$ cat config.mk
export PLATFORM = sky130hd
export DESIGN_NAME = lcd_wr_engine
export DESIGN_NICKNAME = d
export VERILOG_FILES = /design/src/rtl/lcdw_pkg.sv /design/src/rtl/lcdw_capture.sv /design/src/rtl/lcdw_phase_cnt.sv /design/src/rtl/lcdw_fsm.sv /design/src/rtl/lcd_wr_engine.sv
export SDC_FILE = /design/constraint.sdc
export NUM_CORES = 1
export LEC_CHECK = 0
export BUFFER_PORTS_ARGS = -buffer_cell sky130_fd_sc_hd__buf_2
export CORE_MARGIN = 2
export CORE_UTILIZATION = 35
export CTS_BUF_LIST = sky130_fd_sc_hd__clkbuf_8
export CTS_CLUSTER_SIZE = 28
export DETAILED_ROUTE_END_ITERATION = 16
export HOLD_SLACK_MARGIN = 0.15
export PLACE_DENSITY = 0.61
export SLEW_MARGIN = 0
export SYNTH_ARGS = -nofsm -noshare
export SYNTH_HDL_FRONTEND = slang
export SYNTH_SLANG_ARGS = --single-unit
$ cat constraint.sdc
create_clock -name clk -period 1.8 [get_ports clk]
set_clock_uncertainty 0.1 [all_clocks]
set_input_delay 0.27 -clock clk [delete_from_list [all_inputs] [get_ports clk]]
set_output_delay 0.27 -clock clk [all_outputs]
set_load 0.005 [all_outputs]
$ cat src/rtl/lcdw_pkg.sv
package lcdw_pkg;

    typedef enum logic [1:0] {
        ST_IDLE    = 2'd0,
        ST_ADDR    = 2'd1,
        ST_DATA    = 2'd2,
        ST_RECOVER = 2'd3
    } lcdw_state_e;

    function automatic logic sel_active(input lcdw_state_e s);
        return (s == ST_ADDR) || (s == ST_DATA);
    endfunction

    function automatic logic strobe_active(input lcdw_state_e s);
        return (s == ST_DATA);
    endfunction

endpackage

$ cat src/rtl/lcdw_capture.sv
module lcdw_capture #(
    parameter int DATA_W = 16,
    parameter int CNT_W  = 4
) (
    input  logic              clk,
    input  logic              rst_n,
    input  logic              load,
    input  logic [DATA_W-1:0] in_word,
    input  logic              in_is_data,
    input  logic [CNT_W-1:0]  in_data_setup,
    output logic [DATA_W-1:0] word_q,
    output logic              is_data_q,
    output logic [CNT_W-1:0]  data_setup_q
);

    always_ff @(posedge clk or negedge rst_n) begin
        if (!rst_n) begin
            word_q       <= '0;
            is_data_q    <= 1'b0;
            data_setup_q <= '0;
        end else if (load) begin
            word_q       <= in_word;
            is_data_q    <= in_is_data;
            data_setup_q <= in_data_setup;
        end
    end

endmodule

$ cat src/rtl/lcdw_phase_cnt.sv
module lcdw_phase_cnt #(
    parameter int CNT_W = 4
) (
    input  logic             clk,
    input  logic             rst_n,
    input  logic             load,
    input  logic [CNT_W-1:0] load_val,
    input  logic             dec,
    output logic             is_zero
);

    logic [CNT_W-1:0] cnt_q;

    always_ff @(posedge clk or negedge rst_n) begin
        if (!rst_n) begin
            cnt_q <= '0;
        end else if (load) begin
            cnt_q <= load_val;
        end else if (dec && (cnt_q != '0)) begin
            cnt_q <= cnt_q - CNT_W'(1);
        end
    end

    assign is_zero = (cnt_q == '0);

endmodule

$ cat src/rtl/lcdw_fsm.sv
module lcdw_fsm
    import lcdw_pkg::*;
#(
    parameter int CNT_W = 4
) (
    input  logic             clk,
    input  logic             rst_n,
    input  logic             req_valid,
    input  logic [CNT_W-1:0] cfg_addr_setup,
    input  logic [CNT_W-1:0] cfg_data_setup,
    input  logic [CNT_W-1:0] lat_data_setup,
    input  logic             cnt_zero,
    output logic             req_ready,
    output logic             cap_load,
    output logic             cnt_load,
    output logic [CNT_W-1:0] cnt_load_val,
    output logic             cnt_dec,
    output logic             cs_n,
    output logic             we_n
);

    lcdw_state_e state_q, state_d;

    // State register
    always_ff @(posedge clk or negedge rst_n) begin
        if (!rst_n) begin
            state_q <= ST_IDLE;
        end else begin
            state_q <= state_d;
        end
    end

    // Next state and phase counter control
    always_comb begin
        state_d      = state_q;
        cap_load     = 1'b0;
        cnt_load     = 1'b0;
        cnt_load_val = '0;
        cnt_dec      = 1'b0;
        unique case (state_q)
            ST_IDLE: begin
                if (req_valid) begin
                    cap_load = 1'b1;
                    cnt_load = 1'b1;
                    if (cfg_addr_setup != '0) begin
                        state_d      = ST_ADDR;
                        cnt_load_val = cfg_addr_setup - CNT_W'(1);
                    end else begin
                        state_d      = ST_DATA;
                        cnt_load_val = cfg_data_setup;
                    end
                end
            end
            ST_ADDR: begin
                if (cnt_zero) begin
                    state_d      = ST_DATA;
                    cnt_load     = 1'b1;
                    cnt_load_val = lat_data_setup;
                end else begin
                    cnt_dec = 1'b1;
                end
            end
            ST_DATA: begin
                if (cnt_zero) begin
                    state_d = ST_RECOVER;
                end else begin
                    cnt_dec = 1'b1;
                end
            end
            ST_RECOVER: begin
                state_d = ST_IDLE;
            end
            default: state_d = ST_IDLE;
        endcase
    end

    // Registered strobes, decoded from the next state
    always_ff @(posedge clk or negedge rst_n) begin
        if (!rst_n) begin
            cs_n <= 1'b1;
            we_n <= 1'b1;
        end else begin
            cs_n <= !sel_active(state_d);
            we_n <= !strobe_active(state_d);
        end
    end

    assign req_ready = (state_q == ST_IDLE);

endmodule

$ cat src/rtl/lcd_wr_engine.sv
module lcd_wr_engine #(
    parameter int DATA_W = 16,
    parameter int CNT_W  = 4
) (
    input  logic              clk,
    input  logic              rst_n,
    input  logic              req_valid,
    output logic              req_ready,
    input  logic [DATA_W-1:0] req_word,
    input  logic              req_is_data,
    input  logic [CNT_W-1:0]  cfg_addr_setup,
    input  logic [CNT_W-1:0]  cfg_data_setup,
    output logic              lcd_cs_n,
    output logic              lcd_we_n,
    output logic              lcd_oe_n,
    output logic              lcd_rs,
    output logic [DATA_W-1:0] lcd_data
);

    logic             cap_load;
    logic             cnt_load;
    logic [CNT_W-1:0] cnt_load_val;
    logic             cnt_dec;
    logic             cnt_zero;
    logic [CNT_W-1:0] lat_data_setup;

    lcdw_fsm #(.CNT_W(CNT_W)) u_fsm (
        .clk            (clk),
        .rst_n          (rst_n),
        .req_valid      (req_valid),
        .cfg_addr_setup (cfg_addr_setup),
        .cfg_data_setup (cfg_data_setup),
        .lat_data_setup (lat_data_setup),
        .cnt_zero       (cnt_zero),
        .req_ready      (req_ready),
        .cap_load       (cap_load),
        .cnt_load       (cnt_load),
        .cnt_load_val   (cnt_load_val),
        .cnt_dec        (cnt_dec),
        .cs_n           (lcd_cs_n),
        .we_n           (lcd_we_n)
    );

    lcdw_phase_cnt #(.CNT_W(CNT_W)) u_cnt (
        .clk      (clk),
        .rst_n    (rst_n),
        .load     (cnt_load),
        .load_val (cnt_load_val),
        .dec      (cnt_dec),
        .is_zero  (cnt_zero)
    );

    lcdw_capture #(.DATA_W(DATA_W), .CNT_W(CNT_W)) u_cap (
        .clk           (clk),
        .rst_n         (rst_n),
        .load          (cap_load),
        .in_word       (req_word),
        .in_is_data    (req_is_data),
        .in_data_setup (cfg_data_setup),
        .word_q        (lcd_data),
        .is_data_q     (lcd_rs),
        .data_setup_q  (lat_data_setup)
    );

    assign lcd_oe_n = 1'b1;

endmodule

-- Word-level counts from Yosys, hierarchy flattened
Index checks and enable logic that the tools add are counted.
- logic and storage cells: 41
- output and inout port bits: 21
- input bits: 28
- flip-flop bits (word level): 29
- eq/ne operators: 5
- muxes and demuxes: 17
- add/sub/neg operators: 2
- reduce and logical (&&, ||, !) cells: 10
- operators with widths (kind ; count):
    two-way mux 4 bit ; 5
    two-way mux 2 bit ; 4
    one-hot mux 2 bit (4 select lines) ; 1
    one-hot mux 4 bit (2 select lines) ; 1
    nonzero test 4 bit ; 2
    subtractor 4 x 1 -> 4 bit, second input constant ; 2
    equality test 2 bit, second input constant ; 3
    two-way mux 1 bit ; 5
    equality test 2 x 1 -> 1 bit, second input constant ; 2
    zero test 4 bit ; 1
    zero test 1 bit ; 2
    zero test 2 bit ; 1
    one-hot mux 1 bit (2 select lines) ; 1
    nonzero test 2 bit ; 1
    OR reduction 2 bit ; 1
    logical AND 1 bit ; 1
    logical OR 1 bit ; 1

-- Depth between registers and ports, before layout
Gate-level depths: netlist of run 1.
- depth in word-level cells: 7
- gate-level depth with buffers: 8

-- By module
Synthesis of run 1 repeated with hierarchy kept, for this count alone.
- cells, all modules: 124
- area total of the unflattened synthesis: 1577.8 µm²
- by module, submodules not included (module ; cells an instance ; area each (µm²) ; times used):
    lcdw_capture ; 44 ; 859.6 ; 1
    lcdw_fsm ; 51 ; 436.7 ; 1
    lcdw_phase_cnt ; 27 ; 270.3 ; 1
    lcd_wr_engine ; 2 ; 11.3 ; 1

-- Worst setup path before layout of run 1
Ideal clock, no wire load.
- path type: reg-to-reg
- start point: reg u_cnt.cnt_q[0]
- end point: reg u_cnt.cnt_q[0]
- arrival time: 1667 ps
- path buffers: 0
- cell stages (with the launch flop): 6
- data required time: 1575 ps
- path slack: -93 ps
- cell sequence: dfrtp_1 inv_1 ha_1 or3b_4 a211oi_4 mux2_4
- longest elaborated chain between the ends: 5
- RTL lines (what ; RTL line ; text):
    start, declared ; lcdw_phase_cnt.sv:12 ; logic [CNT_W-1:0] cnt_q;
    start signal, assigned ; lcdw_phase_cnt.sv:18 ; cnt_q <= load_val;
    start signal, assigned ; lcdw_phase_cnt.sv:20 ; cnt_q <= cnt_q - CNT_W'(1);
    branches (longest 5 deep; another with subtractor 4 x 1 -> 4 bit) ; n/a ;
Several ways; the timed one is not identified. The select of a mux whose other input is x is not followed.
A chain may end at the register's enable or synchronous reset.

-- Worst setup path after layout of run 1
- start point: reg u_cnt.cnt_q[1]
- end point: reg u_cnt.cnt_q[0]
- longest elaborated chain between the ends: 5
- RTL lines (what ; RTL line ; text):
    zero test 4 bit ; lcdw_phase_cnt.sv:24 ; assign is_zero = (cnt_q == '0);
    two-way mux 1 bit ; lcdw_fsm.sv:55, lcdw_fsm.sv:64 ;
    two-way mux 1 bit ; n/a ;
    logical AND 1 bit ; lcdw_phase_cnt.sv:19 ; end else if (dec && (cnt_q != '0)) begin
    nonzero test 2 bit (no source line) ; n/a ;
Several ways; a longest one is shown, not always the timed one.

==> results.sh, run 1 <==
export IMPL_end_kind="flop"
export IMPL_wl_per_cell_um=13.1
export IMPL_syn_area_um2=1480
export IMPL_syn_avg_cell_area_um2=11.9
export IMPL_layout_common_cells="buf_2, dfrtp_1, dlygate4sd3_1, buf_4, mux2_1"
export IMPL_fp_dieW_um=69.0
export IMPL_route_met2_wl_mm=1.84
export IMPL_critical_path_required_ps=1860
export IMPL_grt_remaining_overflow=0
export IMPL_root_buffer="clkbuf_8"
export IMPL_power_density_nw_per_um2=1600
export IMPL_place_hpwl_mm=2.55
export IMPL_syn_nets=159
export IMPL_cts_buffers=5
export IMPL_area_growth_synth_to_final_pct=54.0
export IMPL_route_vias_total=1324
export IMPL_grt_max_degree=30
export IMPL_synth_largest_area_cell="dfrtp_1"
export IMPL_setup_violations=1
export IMPL_path_max_fanout=5
export IMPL_synth_area_leaders="dfrtp_1, mux2_1, ha_1"
export IMPL_start_util_pct=36.7
export IMPL_final_max_slew_viol_count=0
export IMPL_htree_levels=2
export IMPL_peakVddDrop_v=0.000796
export IMPL_grt_pass1_vias=1388
export IMPL_port_buffers=47
export IMPL_relSlewSlack_pct=56.6
export IMPL_wl_met1_mm=1.48
export IMPL_startpoint_type="flop"
export IMPL_worstMarginPinSlew_ps=651
export IMPL_final_cells=268
export IMPL_num_antenna_cells=0
export IMPL_post_route_min_period_ps=1820
export IMPL_hold_viol=0
export IMPL_track_usage_pct=16.6
export IMPL_cts_buffer_depth=2
export IMPL_cts_reportedPaths_clkPinSlew_ps=60
export IMPL_wl_met3_um=142
export IMPL_rows=23
export IMPL_antenna_found_initial=0
export IMPL_final_area_um2=2280
export IMPL_routed_via_density=4.94
export IMPL_fin_crit_sh_pct=101
export IMPL_drt_iter0_markers=36
export IMPL_syn_inst=124
export IMPL_top_layer_used="met4"
export IMPL_placed_cell_area_um2=1900
export IMPL_hold_worst_slack_ps=258
export IMPL_fillCellCount=349
export IMPL_cap_violations=0
export IMPL_core_um2=4030
export IMPL_final_common_cell="buf_2"
export IMPL_clk_latency_ps=280
export IMPL_fin_util_pct=56.5
export IMPL_synth_cell_types=32
export IMPL_outcome="finished, violations left"
export IMPL_synth_top_area_share_pct=45.7
export IMPL_p_leak_nw=1.07
export IMPL_grt_pass1_wl_mm=5.86
export IMPL_wl_mm=3.51
export IMPL_die_y_um=69.0
export IMPL_ys_ff_latch=29
export IMPL_dr_pass1_iters=4
export IMPL_cts_tree="done"
export IMPL_ios=49
export IMPL_dp_cells=236
export IMPL_nNetsFinal=252
export IMPL_gp_congestion=0.865
export IMPL_grt_setup_unrepaired="yes"
export IMPL_ys_seq_area_share_pct=49.3
export IMPL_drive_above_1_share_pct=44.5
export IMPL_worst_slack_ps=-18.1
export IMPL_fmax_mhz=550
export IMPL_hold_path_class="in2reg"
export IMPL_dieArea_um2=4760
export IMPL_clock_sinks=29
export IMPL_drcViolationCount=0
export IMPL_arrival_ps=1880
export IMPL_yosys_warnings=0
export IMPL_violations="negative setup slack"
export IMPL_critPathKind="reg2reg"
export IMPL_ant_nets=0
timing repair:
| action | 4_1_cts | 5_1_grt |
|---|---|---|
| pin swaps | 2 | 1 |
| hold endpoints to repair | 48 | 0 |
| gates resized for setup | 4 | 1 |
| endpoints found under the setup margin | 18 | 6 |
| hold buffers | 22 | 0 |
| setup buffers | 0 | 2 |
path summary, 6_finish.rpt:
kind,start,to,slack (ps),depth (start not counted)
max,u_cnt.cnt_q[1]$_DFFE_PN0P_,u_cnt.cnt_q[0]$_DFFE_PN0P_,-20,5
max in group asynchronous,rst_n,u_cap.word_q[3]$_DFFE_PN0P_,720,2
min,req_valid,u_fsm.state_q[0]$_DFF_PN0_,260,3
min in group asynchronous,rst_n,u_cnt.cnt_q[3]$_DFFE_PN0P_,460,2
min reg2reg,u_cap.word_q[10]$_DFFE_PN0P_,u_cap.word_q[10]$_DFFE_PN0P_,380,1
max reg2reg,u_cnt.cnt_q[1]$_DFFE_PN0P_,u_cnt.cnt_q[0]$_DFFE_PN0P_,-20,5
cell type report:
class                   instances  area, µm²  share of cell area [%]
clock buffers                   6       82.6                    3.63
inverters                      10       37.5                    1.65
clock inverters                 2       37.5                    1.65
repair buffers                 90        613                    26.9
flip-flops and latches         29        728                    32.0
well taps                      50       62.6                    2.75
multi-input cells              81        714                    31.4
worst max-delay path: stages, from the launching register on:
cell and delay (ps):
dfrtp_1 390, inv_2 80, ha_4 140, or3b_4 410
a211oi_4 260, mux2_4 320
per-stage QoR:
stage,power [mW],setup WS [ps],TNS (ps)
finish,3.65,-18.1,-18.1
global route,3.93,-67.0,-127
CTS,3.62,-45.0,-45.0
detailed placement,2.83,-151,-613
global placement,2.75,-127,-318
floorplan,2.16,-43.3,-437
sequential cells by signal, summed over array words and instances, names as in the netlist:
register	count
u_fsm.state_q	2
u_cap.is_data_q	1
u_fsm.we_n	1
u_cap.word_q	16
u_cap.data_setup_q	4
u_cnt.cnt_q	4
u_fsm.cs_n	1
where the power goes:
| group | leakage [nW] | total, mW | switching (mW) | internal [mW] |
|---|---|---|---|---|
| sequential | 0.339 | 1.20 | 0.192 | 1.01 |
| clock | 0.0574 | 0.700 | 0.251 | 0.450 |
| combinational | 0.672 | 1.74 | 0.767 | 0.973 |
synth_stat cells, drive strengths merged:
| master | n |
|---|---|
| dfrtp | 27 |
| mux2 | 24 |
| inv | 10 |
| nand2 | 8 |
| ha | 7 |
| a21oi | 5 |
| o21ai | 5 |
| a32oi | 4 |
| buf | 4 |
| nor2 | 4 |
| nand3 | 3 |
| and2 | 2 |
| dfstp | 2 |
| nand2b | 2 |
| nor3 | 2 |
| nor3b | 2 |
| o211ai | 2 |
| a211oi | 1 |
| a221o | 1 |
| a41oi | 1 |
| and4bb | 1 |
| conb | 1 |
| o21ba | 1 |
| o311a | 1 |
| o31a | 1 |
| o31ai | 1 |
| or3 | 1 |
| or3b | 1 |
cells by family after synthesis:
kind of cell    share of synthesized area (%)
compound gates                           11.9
fa+ha+maj                                5.93
buf+inv                                  4.23
flops                                    49.3
mux                                      18.5
other cells                             0.254
simple gates                             9.82
per-layer routing:
metal	GRT usage, %	vias to the layer above
met1	17.9	650
met5	0	-
li1	-	630
met3	5.36	5
met2	31.1	39
met4	3.92	0
Note: power is estimated with default switching activity, not from simulation.
==> run 2, diff against run 1 <==
CTS_BUF_LIST = sky130_fd_sc_hd__clkbuf_16   (was sky130_fd_sc_hd__clkbuf_8)
==> run 2 against run 1 <==
The run still ends with negative setup slack left. Hold slack worse by 87 ps. Via count is 0.83% lower. Setup slack worse by 5.8 ps. Combinational power hardly changed. First-iteration DRC count is 2.8% lower. Clock-buffer cell count is 1 lower. Global-route usage is 0.78 points higher. Critical path depth stayed put. Sequential power hardly changed. Power is 6.8% higher. Critical path type unchanged. Largest cell class unchanged.
==> results.sh, run 2 (synthesized netlist as in run 1, its figures left out) <==
export IMPL_gp_congestion=0.865
export IMPL_hold_viol=0
export IMPL_worstSetupEndpoint="u_cnt.cnt_q[0]$_DFFE_PN0P_"
export IMPL_layout_common_cells="buf_2, dfrtp_1, dlygate4sd3_1, buf_4, mux2_1"
export IMPL_startpoint_type="flop"
export IMPL_final_common_cell="buf_2"
export IMPL_grt_remaining_overflow=0
export IMPL_outcome="finished, violations left"
export IMPL_placed_cell_area_um2=1900
export IMPL_wl_met3_um=192
export IMPL_port_buffers=47
export IMPL_rr_startpoint="u_cnt.cnt_q[1]$_DFFE_PN0P_"
export IMPL_dr_pass1_iters=4
export IMPL_area_growth_synth_to_final_pct=56.7
export IMPL_fp_dieW_um=69.0
export IMPL_critPathKind="reg2reg"
export IMPL_regToRegSetupSlack_ps=-20
export IMPL_cap_violations=0
export IMPL_hold_path_class="in2reg"
export IMPL_track_usage_pct=17.3
export IMPL_fin_total_pwr_mw=3.89
export IMPL_cp_slowest_stage_delay_ps=410
export IMPL_slowest_stage="or3b_4"
export IMPL_power_density_nw_per_um2=1680
export IMPL_top_layer_used="met4"
export IMPL_wl_per_cell_um=13.7
export IMPL_cts_buffer_depth=2
export IMPL_crit_start="u_cnt.cnt_q[1]$_DFFE_PN0P_"
export IMPL_grt_pass1_vias=1394
export IMPL_final_area_um2=2320
export IMPL_htree_levels=2
export IMPL_hp_start="cfg_data_setup[2]"
export IMPL_arrival_ps=1880
export IMPL_setup_violations=1
export IMPL_drive_above_1_share_pct=44.2
export IMPL_antenna_found_initial=0
export IMPL_place_hpwl_mm=2.55
export IMPL_wl_mm=3.66
export IMPL_cts_buffers=5
export IMPL_route_vias_total=1313
export IMPL_fin_crit_sh_pct=101
export IMPL_grt_max_degree=30
export IMPL_p_leak_nw=1.09
export IMPL_critical_path_required_ps=1860
export IMPL_worst_slack_ps=-23.8
export IMPL_largest_reg_flops=16
export IMPL_r2r_end="u_cnt.cnt_q[0]$_DFFE_PN0P_"
export IMPL_end_kind="flop"
export IMPL_wl_met1_mm=1.47
export IMPL_reg_top3="u_cap.word_q x16, u_cap.data_setup_q x4, u_cnt.cnt_q x4"
export IMPL_grt_pass1_wl_mm=6.05
export IMPL_grt_setup_unrepaired="yes"
export IMPL_nNetsFinal=251
export IMPL_path_max_fanout=5
export IMPL_cts_reportedPaths_clkPinSlew_ps=50
export IMPL_ios=49
export IMPL_clock_sinks=29
export IMPL_root_buffer="clkbuf_16"
export IMPL_worstMarginPinSlew_ps=661
export IMPL_post_route_min_period_ps=1820
export IMPL_cts_tree="done"
export IMPL_peakVddDrop_v=0.000767
export IMPL_route_met2_wl_mm=1.94
export IMPL_drcViolationCount=0
export IMPL_rows=23
export IMPL_fmax_mhz=548
export IMPL_core_um2=4030
export IMPL_worstPathCellList="inv_2 -> ha_4 -> or3b_4 -> a211oi_4 -> mux2_4"
export IMPL_rr_worst_depth=5
export IMPL_final_max_slew_viol_count=0
export IMPL_routed_via_density=4.92
export IMPL_fillCellCount=346
export IMPL_drt_iter0_markers=35
export IMPL_dieArea_um2=4760
export IMPL_die_y_um=69.0
export IMPL_num_antenna_cells=0
export IMPL_relSlewSlack_pct=55.9
export IMPL_setup_tns_final_ps=-23.8
export IMPL_clk_latency_ps=270
export IMPL_violations="negative setup slack"
export IMPL_ant_nets=0
export IMPL_start_util_pct=36.7
export IMPL_regMostFlops="u_cap.word_q"
-- run 2: worst min path at each step --
stage                                                    to  slack (ps)  depth (start not counted)
final                     u_cap.data_setup_q[2]$_DFFE_PN0P_         170                          2
after CTS                 u_cap.data_setup_q[2]$_DFFE_PN0P_         160                          2
after global routing      u_cap.data_setup_q[2]$_DFFE_PN0P_         150                          2
after detailed placement         u_cnt.cnt_q[3]$_DFFE_PN0P_         240                          1
after floorplan           u_cap.data_setup_q[0]$_DFFE_PN0P_        -130                          0
after global placement           u_fsm.state_q[0]$_DFF_PN0_         230                          1
-- run 2: repair_timing --
action                     4_1_cts  5_1_grt
setup endpoints to repair       18        7
hold buffers                    21        0
pin swaps                        2        1
gates resized for setup          4        2
hold endpoints to repair        47        0
buffers inserted                 0        2
-- run 2: metrics by stage --
stage               utilization, %  hold slack, ps  worst slack (ps)  instances
global route                  57.5             154             -66.5        267
detailed placement            47.3             243              -151        236
finish                        57.5             171             -23.8        267
CTS                           56.9             162             -44.1        265
floorplan                        -            -126             -43.3        124
global placement              47.3             228              -127        236
-- run 2: routing by layer --
| layer | vias to the layer above | global-route usage [%] |
|---|---|---|
| li1 | 629 | - |
| met1 | 634 | 17.9 |
| met2 | 42 | 32.0 |
| met3 | 8 | 6.17 |
| met4 | 0 | 6.37 |
| met5 | - | 0 |
-- run 2: power by group --
part | internal, mW | switching [mW]
sequential | 1.01 | 0.194
combinational | 0.977 | 0.782
clock | 0.646 | 0.279
total | 2.64 | 1.25
-- run 2: area by class of cell --
cell class                      instances  area, µm²  area share, %
Inverter                               10       37.5           1.62
Clock buffer                            5        125           5.40
Sequential cell                        29        728           31.4
Tap cell                               50       62.6           2.70
Multi-Input combinational cell         81        714           30.8
Clock inverter                          3       41.3           1.78
Timing Repair Buffer                   89        607           26.2
-- run 2: worst max-delay path, delay by kind of cell, from the launching register on --
kind | cells | cell delay, ps
compound gates | 1 | 270
simple gates | 1 | 410
fa+ha+maj | 1 | 150
buf+inv | 1 | 80
mux | 1 | 320
flops | 1 | 380
